File: src/rtl/wdog_prescaled.sv
module wdog_prescaled #(
  parameter int FIX_LOG2   = 9,
  parameter int CNT_W      = 8,
  parameter int RST_CYCLES = 512
) (
  input  logic       clk,
  input  logic       rst_n,
  input  logic       wr_en,
  input  logic [1:0] wr_addr,
  input  logic [7:0] wr_data,
  output logic       irq,
  output logic       rst_req
);
  localparam int PRE_W = 6;
  localparam int RC_W  = $clog2(RST_CYCLES + 1);
  localparam logic [7:0] KEY_ARM  = 8'h55;
  localparam logic [7:0] KEY_FIRE = 8'hAA;
  localparam logic [PRE_W-1:0] PRE_ONE = 1;

  logic                en, mode_rst, armed;
  logic [2:0]          ps;
  logic [FIX_LOG2-1:0] fix_cnt;
  logic [PRE_W-1:0]    pre_cnt, pre_mask;
  logic [CNT_W-1:0]    wd_cnt;
  logic [RC_W-1:0]     rst_cnt;

  wire run      = en && !rst_req;
  wire wr_ok    = wr_en && !rst_req;
  wire ctl_wr   = wr_ok && wr_addr == 2'd0;
  wire key_wr   = wr_ok && wr_addr == 2'd1;
  wire clr_wr   = wr_ok && wr_addr == 2'd2 && wr_data[0];
  wire service  = key_wr && armed && wr_data == KEY_FIRE;
  wire last_rst = rst_req && rst_cnt == RC_W'(RST_CYCLES - 1);

  always_comb
    pre_mask = (ps < 3'd2) ? '0 : (PRE_ONE << (ps - 3'd1)) - PRE_ONE;

  wire fix_tick = run && (&fix_cnt);
  wire pre_tick = fix_tick && ((pre_cnt & pre_mask) == pre_mask);
  wire ovf      = pre_tick && (&wd_cnt);

  always_ff @(posedge clk) begin
    if (!rst_n || last_rst || !run || service) begin
      fix_cnt <= '0;
      pre_cnt <= '0;
      wd_cnt  <= '0;
    end else begin
      fix_cnt <= fix_cnt + 1'b1;
      if (fix_tick) pre_cnt <= pre_cnt + 1'b1;
      if (pre_tick) wd_cnt  <= wd_cnt + 1'b1;
    end
  end

  always_ff @(posedge clk) begin
    if (!rst_n || last_rst) begin
      en <= 1'b0; mode_rst <= 1'b0; ps <= 3'd0; armed <= 1'b0;
    end else begin
      if (ctl_wr) {ps, mode_rst, en} <= wr_data[4:0];
      if (key_wr) armed <= (wr_data == KEY_ARM);
    end
  end

  always_ff @(posedge clk) begin
    if (!rst_n || last_rst)        irq <= 1'b0;
    else if (ovf && !mode_rst)     irq <= 1'b1;
    else if (clr_wr)               irq <= 1'b0;
  end

  always_ff @(posedge clk) begin
    if (!rst_n) begin
      rst_req <= 1'b0;
      rst_cnt <= '0;
    end else if (rst_req) begin
      if (last_rst) rst_req <= 1'b0;
      rst_cnt <= rst_cnt + 1'b1;
    end else if (ovf && mode_rst) begin
      rst_req <= 1'b1;
      rst_cnt <= '0;
    end
  end


  rst_len_chk: assert property (@(posedge clk) disable iff (!rst_n)
    $fell(rst_req) |-> $past(rst_cnt) == RC_W'(RST_CYCLES - 1));


  idle_quiet_chk: assert property (@(posedge clk) disable iff (!rst_n)
    (!en && !rst_req) |=> !$rose(irq) && !$rose(rst_req));


  irq_src_chk: assert property (@(posedge clk) disable iff (!rst_n)
    $rose(irq) |-> !$past(mode_rst) && $past(wd_cnt) == {CNT_W{1'b1}});


  irq_sticky_chk: assert property (@(posedge clk) disable iff (!rst_n)
    (irq && !clr_wr && !rst_req) |=> irq);


  service_chk: assert property (@(posedge clk) disable iff (!rst_n)
    (key_wr && armed && wr_data == KEY_FIRE) |=> wd_cnt == '0);


  cnt_step_chk: assert property (@(posedge clk) disable iff (!rst_n)
    run |=> (wd_cnt == $past(wd_cnt) || wd_cnt == $past(wd_cnt) + 1'b1 || wd_cnt == '0));
endmodule

File: config.mk
export PLATFORM = sky130hd
export DESIGN_NAME = wdog_prescaled
export DESIGN_NICKNAME = d
export VERILOG_FILES = /design/src/rtl/wdog_prescaled.sv
export SDC_FILE = /design/constraint.sdc
export NUM_CORES = 1
export LEC_CHECK = 0
export BUFFER_PORTS_ARGS = -buffer_cell sky130_fd_sc_hd__buf_2
export CORE_ASPECT_RATIO = 1.1
export CORE_MARGIN = 5
export CORE_UTILIZATION = 28
export DETAILED_ROUTE_END_ITERATION = 8
export GPL_TIMING_DRIVEN = 1
export PLACE_DENSITY_LB_ADDON = 0.25
export SLEW_MARGIN = 25
export SYNTH_ARGS = -nofsm -noshare
export SYNTH_HDL_FRONTEND = slang
export SYNTH_SLANG_ARGS = --single-unit
File: constraint.sdc
create_clock -name clk -period 2.3 [get_ports clk]
set_input_delay 0.23 -clock clk [delete_from_list [all_inputs] [get_ports clk]]
set_output_delay 0.23 -clock clk [all_outputs]
set_load 0.02 [all_outputs]
==> impl_results.md, run 1 <==
- Status: complete, no violations
- CP endpoint kind: flop
- DR vias/cell: 5.06
- Type of origin of the critical path: flop
- CP bufs+invs: 0
- FILL cells: 726
- CP max stage delay: 0.45 ns
- Layout Skew: 0.0114 ns
- Clock Latency Late Sink: 0.30 ns
- Final net count: 283
- Vias in the first global route: 1668
- RSZ-0062 raised after global routing: no
- Max_cap viols: 0
- Site Rows: 32
- P_int: 1.07 mW
- Fraction of layout cells with a size suffix above 1: 26.4%
- Wire length per cell: 12.7 µm
- Synth area leader: dfxtp_1
- Initial antenna violation count: 0
- Reg power frac: 51.8%
- H-tree Lvls: 2
- Most frequent cells after synthesis: dfxtp_1 (41), nor2_1 (30), nand3_1 (18)
- Hold Fails Final Rpt: 0
- Net Count, Synth: 249
- Initial Util: 28.9%
- Maximum vdd drop: 0.306 mV
- Top-area cell type share of the netlist area: 40.3%
- Inst Count DP: 338
- Post-layout min period: 2.14 ns
- CP Class: reg2reg
- CTS Root Buffer Type: clkbuf_8
- Initial drt markers: 60
- Die Ht: 99.5 µm
- Maximum clock frequency: 466 MHz
- DRC Markers: 0
- Via count: 1770
- Post-synthesis sequential area ratio: 40.3%
- Delay-heaviest family, CP: simple AND/OR/NAND/NOR gates
- Worst-margin pin slew: 0.606 ns
- CP Cell Sequence: ha_1, nand3_1, nor2_2, and3_1, ha_1, and3b_2, o311ai_2, or4_1, a21oi_1
- CP arrival: 2.38 ns
- CTS clock-pin slew for the worst setup and hold paths: 0.09 ns
- Maximum clock path buffer count: 2
- Switch Pwr: 0.312 mW
- Asr flop ratio synth: 0%
- Synthesized area per cell: 8.86 µm²
- Area Overhead vs Synth: 23.6%
- Synth cell types: 49
- Rel. slew slack: 59.5%
- Slew Limit Fails: 0
- Global-route usage over all layers: 9.88%
- Buffers added on ports: 14
- Post-synth EDFFs: 0
- Final ANT Viol Nets: 0
- First-pass GRT wire length: 7560 µm
- Fin area: 2520 µm²
- Endpoints failing setup: 0
- Grt total ovfl: 0
- CP max stage cell: or4_1
- Final non-filler cell total: 350
- ANT cells: 0
- DIE AREA: 9080 µm²
- Placer congestion estimate: 0.714
- Largest net degree at the start of global routing: 20
- Placed cell area: 2290 µm²
- Main area contributors after synthesis: dfxtp_1 (40%), nor2_1 (5.5%), nand3_1 (4.4%)
- Count leader, synth: dfxtp_1
- Combinational power share: 5.4%
- Setup TNS: 0 ns
- Min-delay worst type: in2reg
- Clock sinks: 41
- Crit Path Max Fanout: 7
- Power, Total: 1.38 mW
- Most used cell, CP: ha_1
- Cts hold-fix bufs: 0
- Core area: 7050 µm²
- Hold_ws: 0.208 ns
- Netlist Area Pre-Place: 2040 µm²
- I/O pin cnt: 15
- Pwr dens: 549 nW/µm²
- Drt total wl: 4440 µm
- Yosys warnings: 0
- Clk network pwr share: 42.8%
- Static Leak: 0.876 nW
- CTS tree: done
- Die W: 91.3 µm
- Router iterations before antenna repair: 4
- CTS buffer count: 5
- Switching share of power: 22.6%
- Syn Inst Count: 230
- Critical Path RT: 2.53 ns
- Post-DP HPWL: 3130 µm
- Main synth FF type: dfxtp_1
- Yosys reg bits: 41
- Tcrit/Tclk final: 93.2%
## registers in the layout (all words and copies together), names as in the netlist
name      flops
armed         1
pre_cnt       6
wd_cnt        8
rst_cnt      10
ps            3
rst_req       1
irq           1
fix_cnt       9
mode_rst      1
en            1
## power by group through the flow
| stage | logic [mW] | clock network [mW] | registers, mW |
|---|---|---|---|
| 2_1_floorplan | 0.0375 | 0 | 0.732 |
| 3_3_place_gp | 0.0661 | 0 | 0.733 |
| 3_5_place_dp | 0.0671 | 0 | 0.733 |
| 4_1_cts | 0.0676 | 0.611 | 0.716 |
| 5_1_grt | 0.0836 | 0.641 | 0.717 |
| 6_report | 0.0744 | 0.591 | 0.716 |
## final timing paths
kind | from | to | slack [ns] | cells past startpoint
worst max-delay path | fix_cnt[0]$_SDFF_PP0_ | wd_cnt[2]$_SDFFE_PP0P_ | 0.16 | 9
worst min-delay path | wr_data[3] | ps[1]$_SDFFE_PP0P_ | 0.21 | 3
worst max register to register | fix_cnt[0]$_SDFF_PP0_ | wd_cnt[2]$_SDFFE_PP0P_ | 0.16 | 9
worst min register to register | wd_cnt[5]$_SDFFE_PP0P_ | wd_cnt[5]$_SDFFE_PP0P_ | 0.49 | 2
## stage by stage
step	utilization (%)	setup WS, ns
floorplan	-	0.100
detailed placement	32.5	-0.0180
CTS	34.3	0.0246
global route	35.7	0.0212
global placement	32.5	0.0381
finish	35.7	0.156
## placed cells by master (no fill, tap or decap), types with 2 or more instances in the layout
cell,n
a21oi_1,8
nand4b_1,2
ha_1,6
nor3_1,5
or4_1,4
and3_1,4
dfxtp_1,37
nand4_1,7
or3_1,3
inv_1,7
dfxtp_2,4
or2_2,2
o22ai_1,2
a31o_2,3
buf_4,18
nand3_1,18
buf_2,14
mux2i_1,8
nand2b_1,2
nor2_1,29
o31ai_1,7
nand2_1,15
and2_1,3
clkbuf_8,5
xor2_1,7
o21ai_0,4
xnor2_1,6
and4_1,2
## per-layer routing
layer,up-vias,part of all wire (%),track usage (%),wire [µm]
met5,-,0,0,0
met3,2,2.2,2.50,99
met4,0,0.29,3.39,13
met1,838,49,12.1,2190
met2,13,48,16.9,2140
li1,917,-,-,-
## worst min-delay path, stage by stage
cell and delay [ns]:
buf_2 0.10, mux2i_1 0.07, nor2_1 0.07
## area by class of cell
cell class	count	area (µm²)	area share, %
well taps	85	106	4.22
flip-flops and latches	41	826	32.8
repair buffers	33	216	8.59
clock inverters	3	46.3	1.84
inverters	7	26.3	1.04
multi-input cells	176	1230	48.8
clock buffers	5	68.8	2.73
## kinds of logic after synthesis
kind of cell,count (synthesis),synth area share [%]
fa+ha+maj,6,3.69
buf+inv,14,3.50
xor+xnor,13,5.59
simple gates,109,28.7
flops,41,40.3
compound gates,39,14.3
mux,8,3.93
## timing repair
item | in CTS | in global routing
hold endpoints to repair | 0 | 0
cloned | 0 | 1
gates resized for setup | 1 | 17
setup endpoints to repair | 4 | 16
setup buffers | 0 | 3
pin swaps | 0 | 3
Note: power is estimated with default switching activity, not from simulation.
==> run 2: changes to the inputs <==
Settings changed: MAX_ROUTING_LAYER set to met4.
==> run 2 against run 1 <==
Against the previous run:
- combinational power barely moved
- highest routed layer unchanged
- die area did not move
- sequential share of layout area did not move
- count of clock-buffer cells in the layout did not move
- largest power group unchanged
- core utilization did not move
- clock power barely moved
- routed wire length barely moved
- total power barely moved
==> impl_results.md, run 2 (same netlist as run 1, synthesis figures left out) <==
- Final net count: 283 (unchanged)
- Post-DP HPWL: 3130 µm (unchanged)
- Maximum clock frequency: 466 MHz (about the same)
- Layout Skew: 0.0112 ns (was 0.0114 ns)
- Core area: 7050 µm² (unchanged)
- Via count: 1780 (was 1770)
- Initial Util: 28.9% (unchanged)
- CTS buffer count: 5 (unchanged)
- Die W: 91.3 µm (unchanged)
- DR vias/cell: 5.09 (was 5.06)
- Drt total wl: 4440 µm (about the same)
- Final non-filler cell total: 350 (unchanged)
- DRC Markers: 0 (unchanged)
- Maximum clock path buffer count: 2 (unchanged)
- Site Rows: 32 (unchanged)
- Initial drt markers: 60 (unchanged)
- Grt total ovfl: 0 (unchanged)
- Worst-margin pin slew: 0.607 ns (was 0.606 ns)
- Vias in the first global route: 1670 (was 1668)
- Largest net degree at the start of global routing: 20 (unchanged)
- I/O pin cnt: 15 (unchanged)
- Fin area: 2520 µm² (unchanged)
- Max reg flops: 10 (unchanged)
- Finished Core Util: 35.7% (unchanged)
- Wire length per cell: 12.7 µm (about the same)
- Global-route usage over all layers: 10.2% (was 9.88%)
- Hold_ws: 0.208 ns (about the same)
- Setup WS post-layout: 0.156 ns (about the same)
- CTS Root Buffer Type: clkbuf_8 (unchanged)
- Endpoints failing setup: 0 (unchanged)
- Setup TNS: 0 ns (unchanged)
- Router iterations before antenna repair: 4 (unchanged)
- Static Leak: 0.876 nW (unchanged)
- Type of origin of the critical path: flop (unchanged)
- Final ANT Viol Nets: 0 (unchanged)
- CP endpoint kind: flop (unchanged)
- CP Class: reg2reg (unchanged)
- First-pass GRT wire length: 7540 µm (was 7560 µm)
- Max_cap viols: 0 (unchanged)
- Status: complete, no violations (unchanged)
- Commonest cells after routing, fill and taps aside: dfxtp_1 (37), nor2_1 (29), nand3_1 (18), buf_4 (18), nand2_1 (15) (unchanged)
- Power, Total: 1.38 mW (about the same)
- Min-delay worst type: in2reg (unchanged)
- Crit Path Max Fanout: 7 (unchanged)
- Critical Path RT: 2.53 ns (about the same)
- Area Overhead vs Synth: 23.6% (unchanged)
- Commonest non-fill, non-tap cell in the layout: dfxtp_1 (unchanged)
- RSZ-0062 raised after global routing: no (unchanged)
- Initial antenna violation count: 0 (unchanged)
- CTS tree: done (unchanged)
- Rel. slew slack: 59.5% (about the same)
- Maximum vdd drop: 0.306 mV (about the same)
- Reg with most FFs: rst_cnt (unchanged)
- Placed cell area: 2290 µm² (unchanged)
- H-tree Lvls: 2 (unchanged)
- Slew Limit Fails: 0 (unchanged)
- Fraction of layout cells with a size suffix above 1: 26.4% (unchanged)
- Post-layout min period: 2.14 ns (about the same)
- Tcrit/Tclk final: 93.2% (about the same)
- Reg-to-reg slack, setup: 0.16 ns (about the same)
- Die Ht: 99.5 µm (unchanged)
- CP arrival: 2.38 ns (about the same)
- Biggest regs: rst_cnt (10), fix_cnt (9), wd_cnt (8) (unchanged)
- Pre-CTS WS: -0.0180 ns (unchanged)
- Clock sinks: 41 (unchanged)
- Hold Fails Final Rpt: 0 (unchanged)
- Reg2reg path depth: 9 (unchanged)
- Hold path cells: 3 (unchanged)
- CTS clock-pin slew for the worst setup and hold paths: 0.09 ns (about the same)
- ANT cells: 0 (unchanged)
- Buffers added on ports: 14 (unchanged)
- Placer congestion estimate: 0.723 (was 0.714)
- Clock Latency Late Sink: 0.30 ns (about the same)
- Pwr dens: 549 nW/µm² (about the same)
- Inst Count DP: 338 (unchanged)
- DIE AREA: 9080 µm² (unchanged)
[run 2: cell counts in the layout (fill, tap and decap cells not counted)]
No cell type changed its count.
[run 2: worst paths after layout]
| check | startpoint | endpoint |
|---|---|---|
| setup / recovery | fix_cnt[0]$_SDFF_PP0_ | wd_cnt[2]$_SDFFE_PP0P_ |
| hold reg to reg | wd_cnt[5]$_SDFFE_PP0P_ | wd_cnt[5]$_SDFFE_PP0P_ |
| hold / removal | wr_data[3] | ps[1]$_SDFFE_PP0P_ |
| setup reg to reg | fix_cnt[0]$_SDFF_PP0_ | wd_cnt[2]$_SDFFE_PP0P_ |
[run 2: layout make-up]
| class | instances | area (µm²) |
|---|---|---|
| Clock buffer | 5 | 68.8 |
| Multi-Input combinational cell | 176 | 1230 |
| Tap cell | 85 | 106 |
| Fill cell | 726 | 4530 |
| Sequential cell | 41 | 826 |
| Inverter | 7 | 26.3 |
| Clock inverter | 3 | 46.3 |
| Timing Repair Buffer | 33 | 216 |
[run 2: critical path: stages (launching register included)]
cell      delay (ns)
dfxtp_2         0.34
ha_1            0.16
nand3_1         0.10
nor2_2          0.12
and3_1          0.16
ha_1            0.13
and3b_2         0.25
o311ai_2        0.22
or4_1           0.45
a21oi_1         0.14
[run 2: metal layers]
layer | vias up | global-route usage [%] | part of all wire (%)
met4 | 0 | 3.39 | 1.2
met1 | 844 | 12.0 | 49
met3 | 6 | 2.50 | 2.5
li1 | 917 | - | -
met5 | - | - | 0
met2 | 13 | 16.9 | 47
[run 2: timing repair]
item                                    CTS  global route
endpoints found under the setup margin    4            16
pin swaps                                 0             3
hold buffers                              0             0
hold endpoints to repair                  0             0
gates resized for setup                   1            17
gates cloned                              0             1
setup buffers                             0             3
[run 2: report_power, final]
part / leakage (nW) / switching, mW / internal (mW)
Clock: 0.0543 / 0.267 / 0.325
Sequential: 0.332 / 0.00360 / 0.713
Combinational: 0.489 / 0.0420 / 0.0325
==> run 3: changes to the inputs <==
Settings changed: MAX_ROUTING_LAYER met4 to unset, PLACE_DENSITY set to 0.42, PLACE_DENSITY_LB_ADDON 0.25 to unset.
==> run 3 against run 2 <==
Against the previous run:
- via count fell by 1.4%
- sequential share of layout area rose by 0.65 points
- sequential power about the same
- combinational power shrank 5.4%
==> impl_results.md, run 3 (same netlist as run 1, synthesis figures left out) <==
- DR vias/cell: 5.01 (was 5.09)
- CTS clock-pin slew for the worst setup and hold paths: 0.08 ns (was 0.09 ns)
- CP arrival: 2.32 ns (was 2.38 ns)
- Die Ht: 99.5 µm (unchanged)
- Hold Fails Final Rpt: 0 (unchanged)
- Maximum clock frequency: 468 MHz (was 466 MHz)
- Wire length per cell: 13.0 µm (was 12.7 µm)
- Pre-CTS WS: -0.0211 ns (was -0.0180 ns)
- Worst-margin pin slew: 0.542 ns (was 0.607 ns)
- Min-delay worst type: in2reg (unchanged)
- Drt total wl: 4550 µm (was 4440 µm)
- Vias in the first global route: 1703 (was 1670)
- Largest net degree at the start of global routing: 20 (unchanged)
- Clock Latency Late Sink: 0.29 ns (was 0.30 ns)
- Critical Path RT: 2.49 ns (was 2.53 ns)
- Maximum clock path buffer count: 2 (unchanged)
- Clock sinks: 41 (unchanged)
- CP Class: reg2reg (unchanged)
- Router iterations before antenna repair: 4 (unchanged)
- FILL cells: 745 (was 726)
- Post-DP HPWL: 3280 µm (was 3130 µm)
- Type of origin of the critical path: flop (unchanged)
- CTS buffer count: 5 (unchanged)
- DRC Markers: 0 (unchanged)
- H-tree Lvls: 2 (unchanged)
- DIE AREA: 9080 µm² (unchanged)
- Area Overhead vs Synth: 21.1% (was 23.6%)
- Site Rows: 32 (unchanged)
- CTS Root Buffer Type: clkbuf_8 (unchanged)
- Max reg flops: 10 (unchanged)
- Tcrit/Tclk final: 92.9% (was 93.2%)
- Final ANT Viol Nets: 0 (unchanged)
- Static Leak: 0.850 nW (was 0.876 nW)
- Die W: 91.3 µm (unchanged)
- Fraction of layout cells with a size suffix above 1: 24.2% (was 26.4%)
- Slew Limit Fails: 0 (unchanged)
- Setup WS post-layout: 0.163 ns (was 0.156 ns)
- Max_cap viols: 0 (unchanged)
- Via count: 1755 (was 1780)
- I/O pin cnt: 15 (unchanged)
- Status: complete, no violations (unchanged)
- Layout Skew: 0.00921 ns (was 0.0112 ns)
- Fin area: 2470 µm² (was 2520 µm²)
- Initial drt markers: 57 (was 60)
- Placed cell area: 2290 µm² (unchanged)
- CP endpoint kind: flop (unchanged)
- Setup TNS: 0 ns (unchanged)
- Reg with most FFs: rst_cnt (unchanged)
- Final net count: 283 (unchanged)
- First-pass GRT wire length: 7710 µm (was 7540 µm)
- Pwr dens: 509 nW/µm² (was 549 nW/µm²)
- Grt total ovfl: 0 (unchanged)
- Buffers added on ports: 14 (unchanged)
- Hold_ws: 0.210 ns (was 0.208 ns)
- Crit Path Max Fanout: 6 (was 7)
- Post-layout min period: 2.14 ns (about the same)
- Placer congestion estimate: 0.707 (was 0.723)
- CTS tree: done (unchanged)
- Core area: 7050 µm² (unchanged)
- Global-route usage over all layers: 10.3% (was 10.2%)
- Commonest non-fill, non-tap cell in the layout: dfxtp_1 (unchanged)
- Initial antenna violation count: 0 (unchanged)
- Commonest cells after routing, fill and taps aside: dfxtp_1 (38), nor2_1 (29), buf_4 (19) (was dfxtp_1 (37), nor2_1 (29), nand3_1 (18), buf_4 (18), nand2_1 (15))
- Initial Util: 28.9% (unchanged)
- Rel. slew slack: 63.8% (was 59.5%)
- Biggest regs: rst_cnt (10), fix_cnt (9), wd_cnt (8) (unchanged)
- Maximum vdd drop: 0.264 mV (was 0.306 mV)
- ANT cells: 0 (unchanged)
- Endpoints failing setup: 0 (unchanged)
## run 3: path summary, 6_finish.rpt
| path | start | end | slack [ns] | depth (start not counted) |
|---|---|---|---|---|
| max | fix_cnt[1]$_SDFF_PP0_ | rst_cnt[7]$_SDFFE_PN0P_ | 0.16 | 10 |
| min reg2reg | wd_cnt[5]$_SDFFE_PP0P_ | wd_cnt[5]$_SDFFE_PP0P_ | 0.47 | 2 |
| max reg2reg | fix_cnt[1]$_SDFF_PP0_ | rst_cnt[7]$_SDFFE_PN0P_ | 0.16 | 10 |
| min | wr_data[4] | ps[2]$_SDFFE_PP0P_ | 0.21 | 3 |
## run 3: report_power, final
group | total (mW) | switching, mW | internal, mW
Combinational | 0.0705 | 0.0410 | 0.0295
Clock | 0.469 | 0.260 | 0.210
Sequential | 0.716 | 0.00379 | 0.713
## run 3: critical path, stage by stage, from the launching register on
cell	delay, ns
dfxtp_1	0.34
ha_2	0.18
nand3_2	0.07
nor2_2	0.11
and3_1	0.17
ha_1	0.13
and3b_2	0.25
buf_4	0.17
o311a_1	0.22
a31oi_2	0.13
a31o_2	0.25
## run 3: layout make-up
cell class              count  area [µm²]  area share [%]
inverters                   7        26.3            1.07
clock buffers               5        68.8            2.79
multi-input cells         176        1210            49.1
flip-flops and latches     41         825            33.4
well taps                  85         106            4.31
repair buffers             33         213            8.63
clock inverters             3        17.5           0.710
## run 3: per-layer routing
metal  global-route usage, %  vias to the layer above  part of all wire (%)
met5                       0                        -                     0
li1                        -                      914                     -
met3                    2.50                        5                   1.7
met1                    12.4                      831                    47
met4                    3.84                        0                   1.3
met2                    17.6                        5                    49
## run 3: stage by stage
step | std cells | total power, mW | util [%]
2_1_floorplan | 230 | 0.769 | -
3_3_place_gp | 338 | 0.801 | 32.5
3_5_place_dp | 338 | 0.800 | 32.5
4_1_cts | 346 | 1.28 | 33.8
5_1_grt | 350 | 1.32 | 35.0
6_report | 350 | 1.26 | 35.0
## run 3: timing repair
| action | CTS | global route |
|---|---|---|
| hold endpoints to repair | 0 | 0 |
| hold buffers | 0 | 0 |
| endpoints found under the setup margin | 5 | 17 |
| gates cloned | 0 | 1 |
| resized for setup | 1 | 10 |
| setup buffers | 0 | 3 |
| pin swaps | 0 | 1 |
